==> src/rtl/irqv_pkg.sv <==
package irqv_pkg;
    localparam int ADDR_W = 16;
    localparam int DATA_W = 8;
    localparam logic [ADDR_W-1:0] TRAP_VEC = 16'h0024;
    localparam logic [ADDR_W-1:0] LINE_BASE = 16'h002C;
    localparam logic [ADDR_W-1:0] LINE_STEP = 16'h0008;

    typedef enum logic {
        ST_IDLE = 1'b0,
        ST_ACK  = 1'b1
    } ctl_st_e;

    // Restart opcode 11nnn111 -> n*8, any other byte -> 0
    function automatic logic [ADDR_W-1:0] op_to_addr(input logic [DATA_W-1:0] op);
        logic [ADDR_W-1:0] a;
        a = '0;
        if (op[7:6] == 2'b11 && op[2:0] == 3'b111)
            a[5:3] = op[5:3];
        return a;
    endfunction
endpackage

==> src/rtl/irqv_trap_latch.sv <==
module irqv_trap_latch (
    input  logic clk,
    input  logic rst_n,
    input  logic trap_i,
    input  logic clr_i,
    output logic pend_o
);
    logic prev_d, prev_q;
    logic pend_d, pend_q;

    always_comb begin
        prev_d = trap_i;
        pend_d = (pend_q & trap_i) | (trap_i & ~prev_q);
        if (clr_i)
            pend_d = 1'b0;
    end

    always_ff @(posedge clk) begin
        if (!rst_n) begin
            prev_q <= 1'b0;
            pend_q <= 1'b0;
        end else begin
            prev_q <= prev_d;
            pend_q <= pend_d;
        end
    end

    assign pend_o = pend_q & trap_i;
endmodule

==> src/rtl/irqv_prio.sv <==
module irqv_prio #(
    parameter int NUM_LINES = 3
) (
    input  logic                          trap_ok_i,
    input  logic [NUM_LINES-1:0]          line_ok_i,
    input  logic                          gen_ok_i,
    output logic                          sel_trap_o,
    output logic                          sel_line_o,
    output logic                          sel_gen_o,
    output logic [irqv_pkg::ADDR_W-1:0]   line_addr_o
);
    import irqv_pkg::*;

    always_comb begin
        logic found;
        found       = trap_ok_i;
        sel_trap_o  = trap_ok_i;
        sel_line_o  = 1'b0;
        line_addr_o = '0;
        for (int i = NUM_LINES - 1; i >= 0; i--) begin
            if (!found && line_ok_i[i]) begin
                found       = 1'b1;
                sel_line_o  = 1'b1;
                line_addr_o = LINE_BASE + ADDR_W'(i) * LINE_STEP;
            end
        end
        sel_gen_o = !found && gen_ok_i;
    end
endmodule

==> src/rtl/irq_vector_ctrl.sv <==
module irq_vector_ctrl #(
    parameter int NUM_LINES = 3,
    parameter int ACK_LEN   = 2
) (
    input  logic                         clk,
    input  logic                         rst_n,
    input  logic                         trap_i,
    input  logic [NUM_LINES-1:0]         rst_req_i,
    input  logic                         gen_req_i,
    input  logic                         en_set_i,
    input  logic                         en_clr_i,
    input  logic                         mask_we_i,
    input  logic [NUM_LINES-1:0]         mask_wdata_i,
    input  logic                         boundary_i,
    input  logic [irqv_pkg::DATA_W-1:0]  data_i,
    output logic                         vec_valid_o,
    output logic [irqv_pkg::ADDR_W-1:0]  vec_addr_o,
    output logic [irqv_pkg::DATA_W-1:0]  op_o,
    output logic                         inta_n_o
);
    import irqv_pkg::*;

    localparam int CW = (ACK_LEN < 2) ? 1 : $clog2(ACK_LEN);
    localparam logic [CW-1:0] CNT_LAST = CW'(ACK_LEN - 1);

    typedef struct packed {
        ctl_st_e              st;
        logic                 gie;
        logic [NUM_LINES-1:0] mask;
        logic [CW-1:0]        cnt;
        logic                 vld;
        logic [ADDR_W-1:0]    addr;
        logic [DATA_W-1:0]    op;
    } ctl_t;

    ctl_t r_d, r_q;

    logic                 trap_ok;
    logic [NUM_LINES-1:0] line_ok;
    logic                 gen_ok;
    logic                 eval;
    logic                 sel_trap, sel_line, sel_gen;
    logic [ADDR_W-1:0]    line_addr;
    logic                 trap_clr;

    assign eval     = boundary_i && (r_q.st == ST_IDLE);
    assign trap_clr = eval && sel_trap;
    assign line_ok  = rst_req_i & ~r_q.mask & {NUM_LINES{r_q.gie}};
    assign gen_ok   = gen_req_i & r_q.gie;

    irqv_trap_latch u_trap (
        .clk    (clk),
        .rst_n  (rst_n),
        .trap_i (trap_i),
        .clr_i  (trap_clr),
        .pend_o (trap_ok)
    );

    irqv_prio #(.NUM_LINES(NUM_LINES)) u_prio (
        .trap_ok_i   (trap_ok),
        .line_ok_i   (line_ok),
        .gen_ok_i    (gen_ok),
        .sel_trap_o  (sel_trap),
        .sel_line_o  (sel_line),
        .sel_gen_o   (sel_gen),
        .line_addr_o (line_addr)
    );

    always_comb begin
        r_d      = r_q;
        r_d.vld  = 1'b0;
        r_d.addr = '0;
        r_d.op   = '0;
        if (en_set_i)
            r_d.gie = 1'b1;
        if (en_clr_i)
            r_d.gie = 1'b0;
        if (mask_we_i)
            r_d.mask = mask_wdata_i;
        case (r_q.st)
            ST_IDLE: begin
                if (eval) begin
                    if (sel_trap) begin
                        r_d.vld  = 1'b1;
                        r_d.addr = TRAP_VEC;
                    end else if (sel_line) begin
                        r_d.vld  = 1'b1;
                        r_d.addr = line_addr;
                        r_d.gie  = 1'b0;
                    end else if (sel_gen) begin
                        r_d.st  = ST_ACK;
                        r_d.cnt = '0;
                        r_d.gie = 1'b0;
                    end
                end
            end
            ST_ACK: begin
                if (r_q.cnt == CNT_LAST) begin
                    r_d.st   = ST_IDLE;
                    r_d.vld  = 1'b1;
                    r_d.addr = op_to_addr(data_i);
                    r_d.op   = data_i;
                end else begin
                    r_d.cnt = r_q.cnt + 1'b1;
                end
            end
            default: r_d.st = ST_IDLE;
        endcase
    end

    always_ff @(posedge clk) begin
        if (!rst_n) begin
            r_q.st   <= ST_IDLE;
            r_q.gie  <= 1'b0;
            r_q.mask <= '1;
            r_q.cnt  <= '0;
            r_q.vld  <= 1'b0;
            r_q.addr <= '0;
            r_q.op   <= '0;
        end else begin
            r_q <= r_d;
        end
    end

    assign vec_valid_o = r_q.vld;
    assign vec_addr_o  = r_q.addr;
    assign op_o        = r_q.op;
    assign inta_n_o    = (r_q.st != ST_ACK);
endmodule

==> config.mk <==
export PLATFORM = sky130hd
export DESIGN_NAME = irq_vector_ctrl
export DESIGN_NICKNAME = d
export VERILOG_FILES = /design/src/rtl/irqv_pkg.sv /design/src/rtl/irqv_trap_latch.sv /design/src/rtl/irqv_prio.sv /design/src/rtl/irq_vector_ctrl.sv
export SDC_FILE = /design/constraint.sdc
export NUM_CORES = 1
export LEC_CHECK = 0
export ABC_CLOCK_PERIOD_IN_PS = 1700
export BUFFER_PORTS_ARGS = -buffer_cell sky130_fd_sc_hd__buf_4
export CORE_ASPECT_RATIO = 1.25
export CORE_UTILIZATION = 50
export DETAILED_ROUTE_END_ITERATION = 8
export PLACE_DENSITY = 0.89
export SYNTH_ARGS = -nofsm -noshare
export SYNTH_HDL_FRONTEND = slang
export SYNTH_HIERARCHICAL = 1
export SYNTH_SLANG_ARGS = --single-unit
==> constraint.sdc <==
create_clock -name clk -period 1.7 [get_ports clk]
set_clock_uncertainty 0.2 [all_clocks]
set_input_delay 0.17 -clock clk [delete_from_list [all_inputs] [get_ports clk]]
set_output_delay 0.17 -clock clk [all_outputs]
set_load 0.01 [all_outputs]
==> results.toml, run 1 <==
[logic_synthesis]
netlist_instances = 146
synthAdderAreaFrac_pct = 0
syn-cell-area_sq_um = 1440
ys.flop_type = "dfxtp_1"
synth_cell_types = 29
syn_avg_cell_area_sq_um = 9.88
synth_compound_area_share_pct = 5.46
async_flop_share_pct = 0
seq_area_frac_synth_pct = 45.8
synth_top_family_by_area = "simple AND/OR/NAND/NOR gates"
yosysWarnings = 6
synth-xor-area-share_pct = 0
synthMuxAreaShare_pct = 2.08
synth-seq-cells = 33
synth-simple-area-share_pct = 24.5
synth_edf_count = 0

[floorplanning]
rows = 21
core_sq_um = 2710
fp.dieW_um = 50.0
ioPinCount = 48
die_h_um = 62.1
die_area_sq_um = 3110
initial_core_util_pct = 53.3

[critical_path]
ff2ff_path_depth = 6
critPathArrivalTime_ns = 1.66
critPathSlowestCell = "dlygate4sd3_1"
max_stage_delay_ns = 0.53
cp-start-kind = "primary input"
critPathBufInv = 2
critPathKind = "in2reg"
worst-path-max-fanout = 9
crit_cells = 6
cpLargestDelayFamily = "simple AND/OR/NAND/NOR gates"
worstPathRequired_ns = 1.73
path_cells = "dlygate4sd3_1 > buf_4 > and2_4 > and3b_1 > o21ai_0 > nor4bb_2"
end_kind = "flip-flop"

[power]
swShare_pct = 19.5
switchingPower_uw = 296
power_density_nw_per_um2 = 807
p_clk_share_pct = 39.1
combinationalPowerShare_pct = 8.7
ir_drop_mv = 0.720
p_leak_uw = 0.000895
power.internal_uw = 1220
p_seq_share_pct = 52.2

[sta]
setup_violations = 0
slew_viol_final = 0
rsz0062_at_grt = "false"
hold_viol = 0
layout_worst_path_cycle_share_pct = 95.9
timing.setup.tns_ns = 0
fin_crit_ns = 1.63
max_freq_mhz = 614

[route]
drt-vias-per-instance = 4.44
drt_iter0_markers = 8
antenna_left = 0
drtPass1Iterations = 4
wl_per_cell_um = 11.3
num_vias = 1008
drc = 0
routed_wl_mm = 2.57

[cts]
path_clk_slew_ns = 0.10
numCtsBuffers = 5
clk_latency_ns = 0.32
cts_tree = "done"
clock-root-buffer = "clkbuf_4"
cts_max_level = 2
cts_sinks = 33
cts_max_path_buffers = 2

[place]
placed_area_sq_um = 1580
gp_congestion = 0.752
io_buffers = 47
hpwl_mm = 1.72

[global_routing]
grt_max_degree = 15
grt_use_total_pct = 17.7
overflow = 0
antenna_found_initial = 0
grt_pass1_vias = 965
grt_pass1_wl_mm = 3.94

[cells_and_area]
final_nets = 214
synthToLayoutAreaGrowth_pct = 30.4
antennaDiodeCount = 0
fin_area_sq_um = 1880
drive_above_1_share_pct = 42.5

[worst_hold_path]
min_path_type = "in2reg"
min_path_cells = 4

[status]
status = "completed"

[run]
cap_violations = 0
## repair_timing
item,in CTS,in global routing
setup endpoints to repair,0,5
resized for setup,0,5
hold buffers,19,0
buffers inserted,0,2
endpoints found under the hold margin,19,0
## worst register-to-register path: stages, from the launching register on
cell,delay (ns)
dfxtp_2,0.37
nand2_1,0.08
nor2_2,0.14
nor3_2,0.08
and3b_1,0.20
o21ai_0,0.15
nor4bb_2,0.29
## power groups by stage
stage | combinational [uW] | clock, uW | sequential (uW)
after floorplan | 64.0 | 0 | 808
after global placement | 86.0 | 0 | 809
after detailed placement | 89.4 | 0 | 809
after CTS | 127 | 612 | 792
after global routing | 145 | 654 | 795
final | 133 | 594 | 793
## registers in the layout, indices dropped and copies added (netlist names)
signal	count
u_trap/prev_q	1
r_q	6
vec_addr_o	16
u_trap/pend_q	1
vec_valid_o	1
op_o	8
## cell usage after synthesis, types with 2 or more instances
library cell  number  area share, %
nand2_1            9            2.3
and2_1            11            4.8
o21ai_0            2           0.69
and2_2            12            6.2
buf_4             39             20
mux2i_1            3            2.1
a21oi_1            3            1.0
a22o_2             2            1.4
a21boi_0           2            1.0
and3_4             2            1.6
nor3b_2            2            1.7
nor2_1             9            2.3
inv_1              2           0.52
dfxtp_1           33             46
## path summary, 6_finish.rpt
path / startpoint / to / slack [ns]
setup / recovery: trap_i / r_q[29] / 0.07
hold / removal: boundary_i / vec_addr_o[2] / 0.08
setup reg to reg: r_q[29] / r_q[29] / 0.10
hold reg to reg: r_q[25] / vec_valid_o / 0.33
## layer usage
layer | wire, um | track usage, % | up-vias
met5 | 0 | 0 | -
met4 | 30 | 11.0 | 0
met3 | 129 | 4.38 | 2
met2 | 1500 | 36.0 | 34
met1 | 904 | 15.5 | 465
li1 | - | - | 507
## final cells by class
cell class                      count  area [sq um]
Multi-Input combinational cell     81           519
Fill cell                         204           825
Inverter                            2          7.51
Tap cell                           34          42.5
Clock inverter                      1          30.0
Sequential cell                    33           662
Timing Repair Buffer               69           566
Clock buffer                        7          55.1
## cell families (layout without fill, tap and decap cells)
| family | count (synthesis) | in the layout |
|---|---|---|
| mux | 3 | 3 |
| other cells | 1 | 12 |
| compound gates | 11 | 11 |
| buf+inv | 43 | 79 |
| flops | 33 | 33 |
| simple gates | 55 | 55 |
## cell usage in the layout (no fill, tap or decap), types with 2 or more instances in the layout
cell and instances:
nor2_2 2, and2_2 11, clkbuf_4 5, nor3b_2 2, nand2_1 9, a21oi_1 3, conb_1 12, dfxtp_1 32
o21ai_0 2, a21boi_0 2, dlygate4sd3_1 19, mux2i_1 3, a22o_2 2, buf_4 50, and3_4 2, nor2_1 7
and2_1 11, and2_4 2, inv_1 2
## through the flow
| step | total power [uW] | util, % | cells | hold WS [ns] | setup slack (ns) |
|---|---|---|---|---|---|
| finish | 1520 | 69.5 | 227 | 0.0777 | 0.0705 |
| global route | 1590 | 69.5 | 227 | 0.108 | 0.0194 |
| CTS | 1530 | 68.5 | 225 | 0.0560 | 0.0226 |
| detailed placement | 899 | 58.3 | 198 | 0.138 | 0.107 |
| global placement | 895 | 58.3 | 198 | 0.134 | 0.216 |
| floorplan | 871 | - | 157 | 0.0457 | 0.159 |
Power figures use the tool's default switching activity.
==> run 2, diff against run 1 <==
--- a/config.mk
+++ b/config.mk
@@ -5,12 +5,13 @@
 export SDC_FILE = /design/constraint.sdc
 export NUM_CORES = 1
 export LEC_CHECK = 0
+export ABC_AREA = 1
 export ABC_CLOCK_PERIOD_IN_PS = 1700
 export BUFFER_PORTS_ARGS = -buffer_cell sky130_fd_sc_hd__buf_4
 export CORE_ASPECT_RATIO = 1.25
-export CORE_UTILIZATION = 50
+export CORE_UTILIZATION = 51
 export DETAILED_ROUTE_END_ITERATION = 8
-export PLACE_DENSITY = 0.89
+export PLACE_DENSITY = 0.9
 export SYNTH_ARGS = -nofsm -noshare
 export SYNTH_HDL_FRONTEND = slang
 export SYNTH_HIERARCHICAL = 1
==> run 2 against run 1 <==
Net effect:
- non-clock buffer count increased by 1
- routed wire length increased by 9.6%
- highest routed layer unchanged
- utilization is 0.84 points higher
- critical path type unchanged
- worst hold slack worse by 0.051 ns
- register-to-register slack better by 0.07 ns
- first-iteration DRC count grew to 3.3 times the previous value
- synthesized cell count rose by 33%
- critical endpoint unchanged
- synthesized area is 4.1% higher
- global-route usage rose by 1.1 points
- combinational power rose by 20%
- largest cell class unchanged
==> results.toml, run 2 <==
[logic_synthesis]
synth-seq-cells = 33
netlist_instances = 194
seq_area_frac_synth_pct = 44.0
yosys-top-cells-area = "dfxtp_1 44%, buf_4 19%, inv_1 8.3%"
synth.top_cells.by_count = "39 x buf_4, 33 x dfxtp_1, 33 x inv_1"
yosys.area.top_type_share_pct = 44.0
ys.flop_type = "dfxtp_1"
async_flop_share_pct = 0
synth_top_cell_by_area = "dfxtp_1"
synth_cell_types = 18
synth_edf_count = 0
synth.most_common_cell = "buf_4"
syn_avg_cell_area_sq_um = 7.74
yosysWarnings = 6
syn-cell-area_sq_um = 1500

[power]
power.internal_uw = 1030
swShare_pct = 23.8
p_seq_share_pct = 58.5
p_clk_share_pct = 29.7
switchingPower_uw = 322
ir_drop_mv = 0.533
power_density_nw_per_um2 = 704
p_leak_uw = 0.000948
combinationalPowerShare_pct = 11.7

[cts]
clk_latency_ns = 0.32
clock-root-buffer = "clkbuf_4"
numCtsBuffers = 5
cts_tree = "done"
cts_max_path_buffers = 2
path_clk_slew_ns = 0.10
cts_max_level = 2
cts_sinks = 33
postCtsSetupBuffers = 0

[place]
gp_congestion = 0.777
io_buffers = 47
hpwl_mm = 1.76

[route]
num_vias = 1173
drt_iter0_markers = 26
wl_per_cell_um = 10.2
drtPass1Iterations = 4
routed_wl_mm = 2.81
drc = 0
drt-vias-per-instance = 4.25
antenna_left = 0

[sta]
rsz0062_at_grt = "false"
layout_worst_path_cycle_share_pct = 96.5
max_freq_mhz = 609
fin_crit_ns = 1.64
hold_viol = 0
timing.setup.tns_ns = 0
setup_violations = 0
slew_viol_final = 0
hold-worst-slack_ns = 0.0264

[cells_and_area]
final_cell_mix = "48 x buf_4, 32 x inv_1, 32 x dfxtp_1, 28 x nand2_1, 26 x nor2_1"
synthToLayoutAreaGrowth_pct = 28.1
largest_reg_flops = 16
final_common_cell = "buf_4"
antennaDiodeCount = 0
nFillCells = 228
final_nets = 263
drive_above_1_share_pct = 30.6

[global_routing]
grt_pass1_vias = 1096
antenna_found_initial = 0
grt_pass1_wl_mm = 4.37
overflow = 0
grt_use_total_pct = 18.8
grt_max_degree = 13

[floorplanning]
die_area_sq_um = 3170
die_h_um = 62.7
initial_core_util_pct = 54.9
ioPinCount = 48
fp.dieW_um = 50.5
core_sq_um = 2730
rows = 21

[critical_path]
r2r_start = "r_q[29]"
worstPathRequired_ns = 1.76
critPathArrivalTime_ns = 1.70
worst-path-max-fanout = 1
critPathKind = "in2reg"
end_kind = "flip-flop"
cp-start-kind = "primary input"
critPathLaunch = "en_clr_i"

[worst_hold_path]
min_from = "rst_n"
min_path_type = "in2reg"

[status]
status = "completed"

[run]
cap_violations = 0
## run 2: cell count changes in the layout (fill, tap and decap cells not counted), moves of 3 or more
cell	before	now
inv_1	2	32
nand2_1	9	28
nor2_1	7	26
and2_1	11	0
and2_2	11	0
nor2_2	2	12
nand3_1	1	8
dlygate4sd3_1	19	22
mux2i_1	3	0
## run 2: metal layers
metal,global-route usage (%),wire [um],part of all wire (%),vias up
met5,0,0,0,-
met4,8.33,19,0.68,0
met3,7.30,122,4.3,2
met2,37.0,1630,58,31
met1,15.5,1040,37,527
li1,-,-,-,613
## run 2: through the flow
stage	util [%]	std cells	setup WS [ns]	area (sq um)	power (uW)
global route	70.4	276	0.0196	1920	1420
CTS	69.8	276	0.0363	1910	1360
global placement	59.9	246	0.136	1640	918
detailed placement	59.9	246	0.0652	1640	920
finish	70.4	276	0.0591	1920	1350
floorplan	-	205	0.123	1540	891
## run 2: worst paths after layout
check                       end  slack, ns  cells after the start
setup / recovery        r_q[29]       0.06                      6
hold / removal          op_o[7]       0.03                      3
setup reg to reg  vec_addr_o[4]       0.17                      8
hold reg to reg         r_q[27]       0.28                      2
## run 2: cell type report
cell class	count	area (sq um)	share of cell area (%)
flip-flops and latches	33	662	34.4
clock inverters	2	10.0	0.520
clock buffers	6	41.3	2.15
repair buffers	70	581	30.2
well taps	34	42.5	2.21
inverters	33	124	6.44
multi-input cells	98	463	24.1
## run 2: repair_timing
item | 4_1_cts | 5_1_grt
setup endpoints to repair | 0 | 8
resized for setup | 0 | 5
hold buffers | 22 | 0
endpoints found under the hold margin | 20 | 0
## run 2: power by group through the flow
stage | registers, uW | clock network (uW) | logic, uW
after floorplan | 809 | 0 | 82.4
after global placement | 810 | 0 | 108
after detailed placement | 810 | 0 | 110
after CTS | 792 | 417 | 150
after global routing | 794 | 456 | 173
final | 793 | 402 | 159
## run 2: worst max-delay path, stage by stage
cell	delay (ns)
dlygate4sd3_1	0.56
buf_4	0.15
nor2_1	0.09
o21ai_0	0.08
dlygate4sd3_1	0.56
nor2_1	0.09
## run 2: kinds of logic (layout without fill, tap and decap cells)
group,Yosys count,after routing,share of synthesized area [%]
simple gates,83,83,25.9
compound gates,3,3,1.00
buf+inv,74,111,28.8
other cells,1,12,0.250
flops,33,33,44.0
==> run 3, diff against run 2 <==
--- a/config.mk
+++ b/config.mk
@@ -5,13 +5,13 @@
 export SDC_FILE = /design/constraint.sdc
 export NUM_CORES = 1
 export LEC_CHECK = 0
-export ABC_AREA = 1
 export ABC_CLOCK_PERIOD_IN_PS = 1700
 export BUFFER_PORTS_ARGS = -buffer_cell sky130_fd_sc_hd__buf_4
 export CORE_ASPECT_RATIO = 1.25
-export CORE_UTILIZATION = 51
+export CORE_UTILIZATION = 50
 export DETAILED_ROUTE_END_ITERATION = 8
-export PLACE_DENSITY = 0.9
+export PLACE_DENSITY = 0.89
+export RECOVER_POWER = 25
 export SYNTH_ARGS = -nofsm -noshare
 export SYNTH_HDL_FRONTEND = slang
 export SYNTH_HIERARCHICAL = 1
==> run 3 against run 2 <==
Net effect:
- combinational power down 17%
- die area down 1.9%
- non-clock buffer count down 1
- register-to-register slack worse by 0.07 ns
- critical endpoint unchanged
==> results.toml, run 3 (same netlist as run 1, synthesis figures left out) <==
[global_routing]
grt_max_degree = 15
grt_use_total_pct = 17.7
overflow = 0
grt_pass1_vias = 965
grt_pass1_wl_mm = 3.94
antenna_found_initial = 0

[cts]
cts_sinks = 33
cts_max_level = 2
cts_max_path_buffers = 2
clock-root-buffer = "clkbuf_4"
numCtsBuffers = 5
clk_latency_ns = 0.32
cts_tree = "done"
path_clk_slew_ns = 0.10

[route]
drtPass1Iterations = 4
wl_per_cell_um = 11.3
num_vias = 1008
drt_iter0_markers = 8
drt-vias-per-instance = 4.44
routed_wl_mm = 2.58
drc = 0
antenna_left = 0

[critical_path]
critPathArrivalTime_ns = 1.66
ff2ff_path_depth = 6
r2r_start = "r_q[29]"
worst-path-max-fanout = 9
worstPathRequired_ns = 1.73
cp-start-kind = "primary input"
rrSetupSlack_ns = 0.10
end_kind = "flip-flop"
critPathKind = "in2reg"
r2r_end = "r_q[29]"
crit_end = "r_q[29]"
critPathLaunch = "trap_i"

[floorplanning]
core_sq_um = 2710
fp.dieW_um = 50.0
rows = 21
ioPinCount = 48
initial_core_util_pct = 53.3
die_area_sq_um = 3110
die_h_um = 62.1

[sta]
rsz0062_at_grt = "false"
layout_worst_path_cycle_share_pct = 95.8
slew_viol_final = 0
hold_viol = 0
fin_crit_ns = 1.63
setup_violations = 0
max_freq_mhz = 614
timing.setup.tns_ns = 0

[cells_and_area]
drive_above_1_share_pct = 36.8
nFillCells = 219
synthToLayoutAreaGrowth_pct = 27.6
antennaDiodeCount = 0
final_common_cell = "buf_4"
final_nets = 214
fin_util_pct = 68.0
final_cell_mix = "39 x buf_4, 32 x dfxtp_1, 19 x dlygate4sd3_1, 12 x clkbuf_1, 12 x conb_1"
largest_reg_flops = 16

[place]
hpwl_mm = 1.72
io_buffers = 47
gp_congestion = 0.752

[power]
power_density_nw_per_um2 = 825
ir_drop_mv = 0.720
swShare_pct = 19.5
switchingPower_uw = 296
p_clk_share_pct = 39.1
p_leak_uw = 0.000848
power.internal_uw = 1220
p_seq_share_pct = 52.2
combinationalPowerShare_pct = 8.7

[worst_hold_path]
min_path_type = "in2reg"

[run]
cap_violations = 0

[status]
status = "completed"
## run 3: cell count changes in the layout (fill, tap and decap cells not counted), moves of 3 or more
cell / previous run / this run
dlygate4sd3_1: 22 / 19
buf_4: 48 / 39
and2_2: 0 / 11
nor2_2: 12 / 2
clkbuf_1: 1 / 12
inv_1: 32 / 2
nand2_1: 28 / 9
mux2i_1: 0 / 3
nand3_1: 8 / 1
and2_1: 0 / 11
nor2_1: 26 / 7
## run 3: worst max-delay path, cell delays in order
cell	delay, ns
dlygate4sd3_1	0.53
buf_4	0.11
and2_4	0.18
and3b_1	0.22
o21ai_0	0.15
nor4bb_2	0.29
## run 3: worst min path at each step
stage                           from       endpoint  slack (ns)  depth (start not counted)
after floorplan             en_clr_i        r_q[29]        0.05                          1
after global routing      boundary_i  vec_addr_o[2]        0.11                          4
after global placement      en_clr_i        r_q[29]        0.13                          2
after CTS                 boundary_i  vec_addr_o[2]        0.06                          4
after detailed placement    en_clr_i        r_q[29]        0.14                          2
final                     boundary_i  vec_addr_o[2]        0.08                          4
## run 3: timing repair
item,4_1_cts,5_1_grt
endpoints found under the hold margin,19,0
hold buffers,19,0
endpoints found under the setup margin,0,5
resized for setup,0,5
buffers inserted,0,2
## run 3: cell type report
class / count / area, sq um / area share (%)
multi-input combinational: 81 / 519 / 28.2
clock inverter: 1 / 30.0 / 1.63
sequential: 33 / 662 / 36.0
clock buffer: 7 / 55.1 / 2.99
inverter: 2 / 7.51 / 0.408
tap: 34 / 42.5 / 2.31
timing repair buffer: 69 / 524 / 28.5
## run 3: power groups by stage
stage,sequential (uW),clock [uW],combinational (uW)
2_1_floorplan,808,0,64.0
3_3_place_gp,809,0,86.0
3_5_place_dp,809,0,89.4
4_1_cts,792,612,127
5_1_grt,795,654,144
6_report,793,594,132
## run 3: stage by stage
| stage | total power (uW) | setup slack [ns] | cells | hold slack (ns) | area (sq um) |
|---|---|---|---|---|---|
| floorplan | 871 | 0.159 | 157 | 0.0457 | 1480 |
| global placement | 895 | 0.216 | 198 | 0.134 | 1580 |
| detailed placement | 899 | 0.107 | 198 | 0.138 | 1580 |
| CTS | 1530 | 0.0226 | 225 | 0.0560 | 1850 |
| global route | 1590 | 0.0194 | 227 | 0.108 | 1840 |
| finish | 1520 | 0.0706 | 227 | 0.0777 | 1840 |
## run 3: routing by layer
metal / routed length [um] / part of all wire [%] / track usage (%)
met1: 910 / 35 / 15.5
met2: 1500 / 58 / 36.0
met3: 138 / 5.4 / 4.38
met4: 30 / 1.2 / 11.0
met5: 0 / 0 / 0
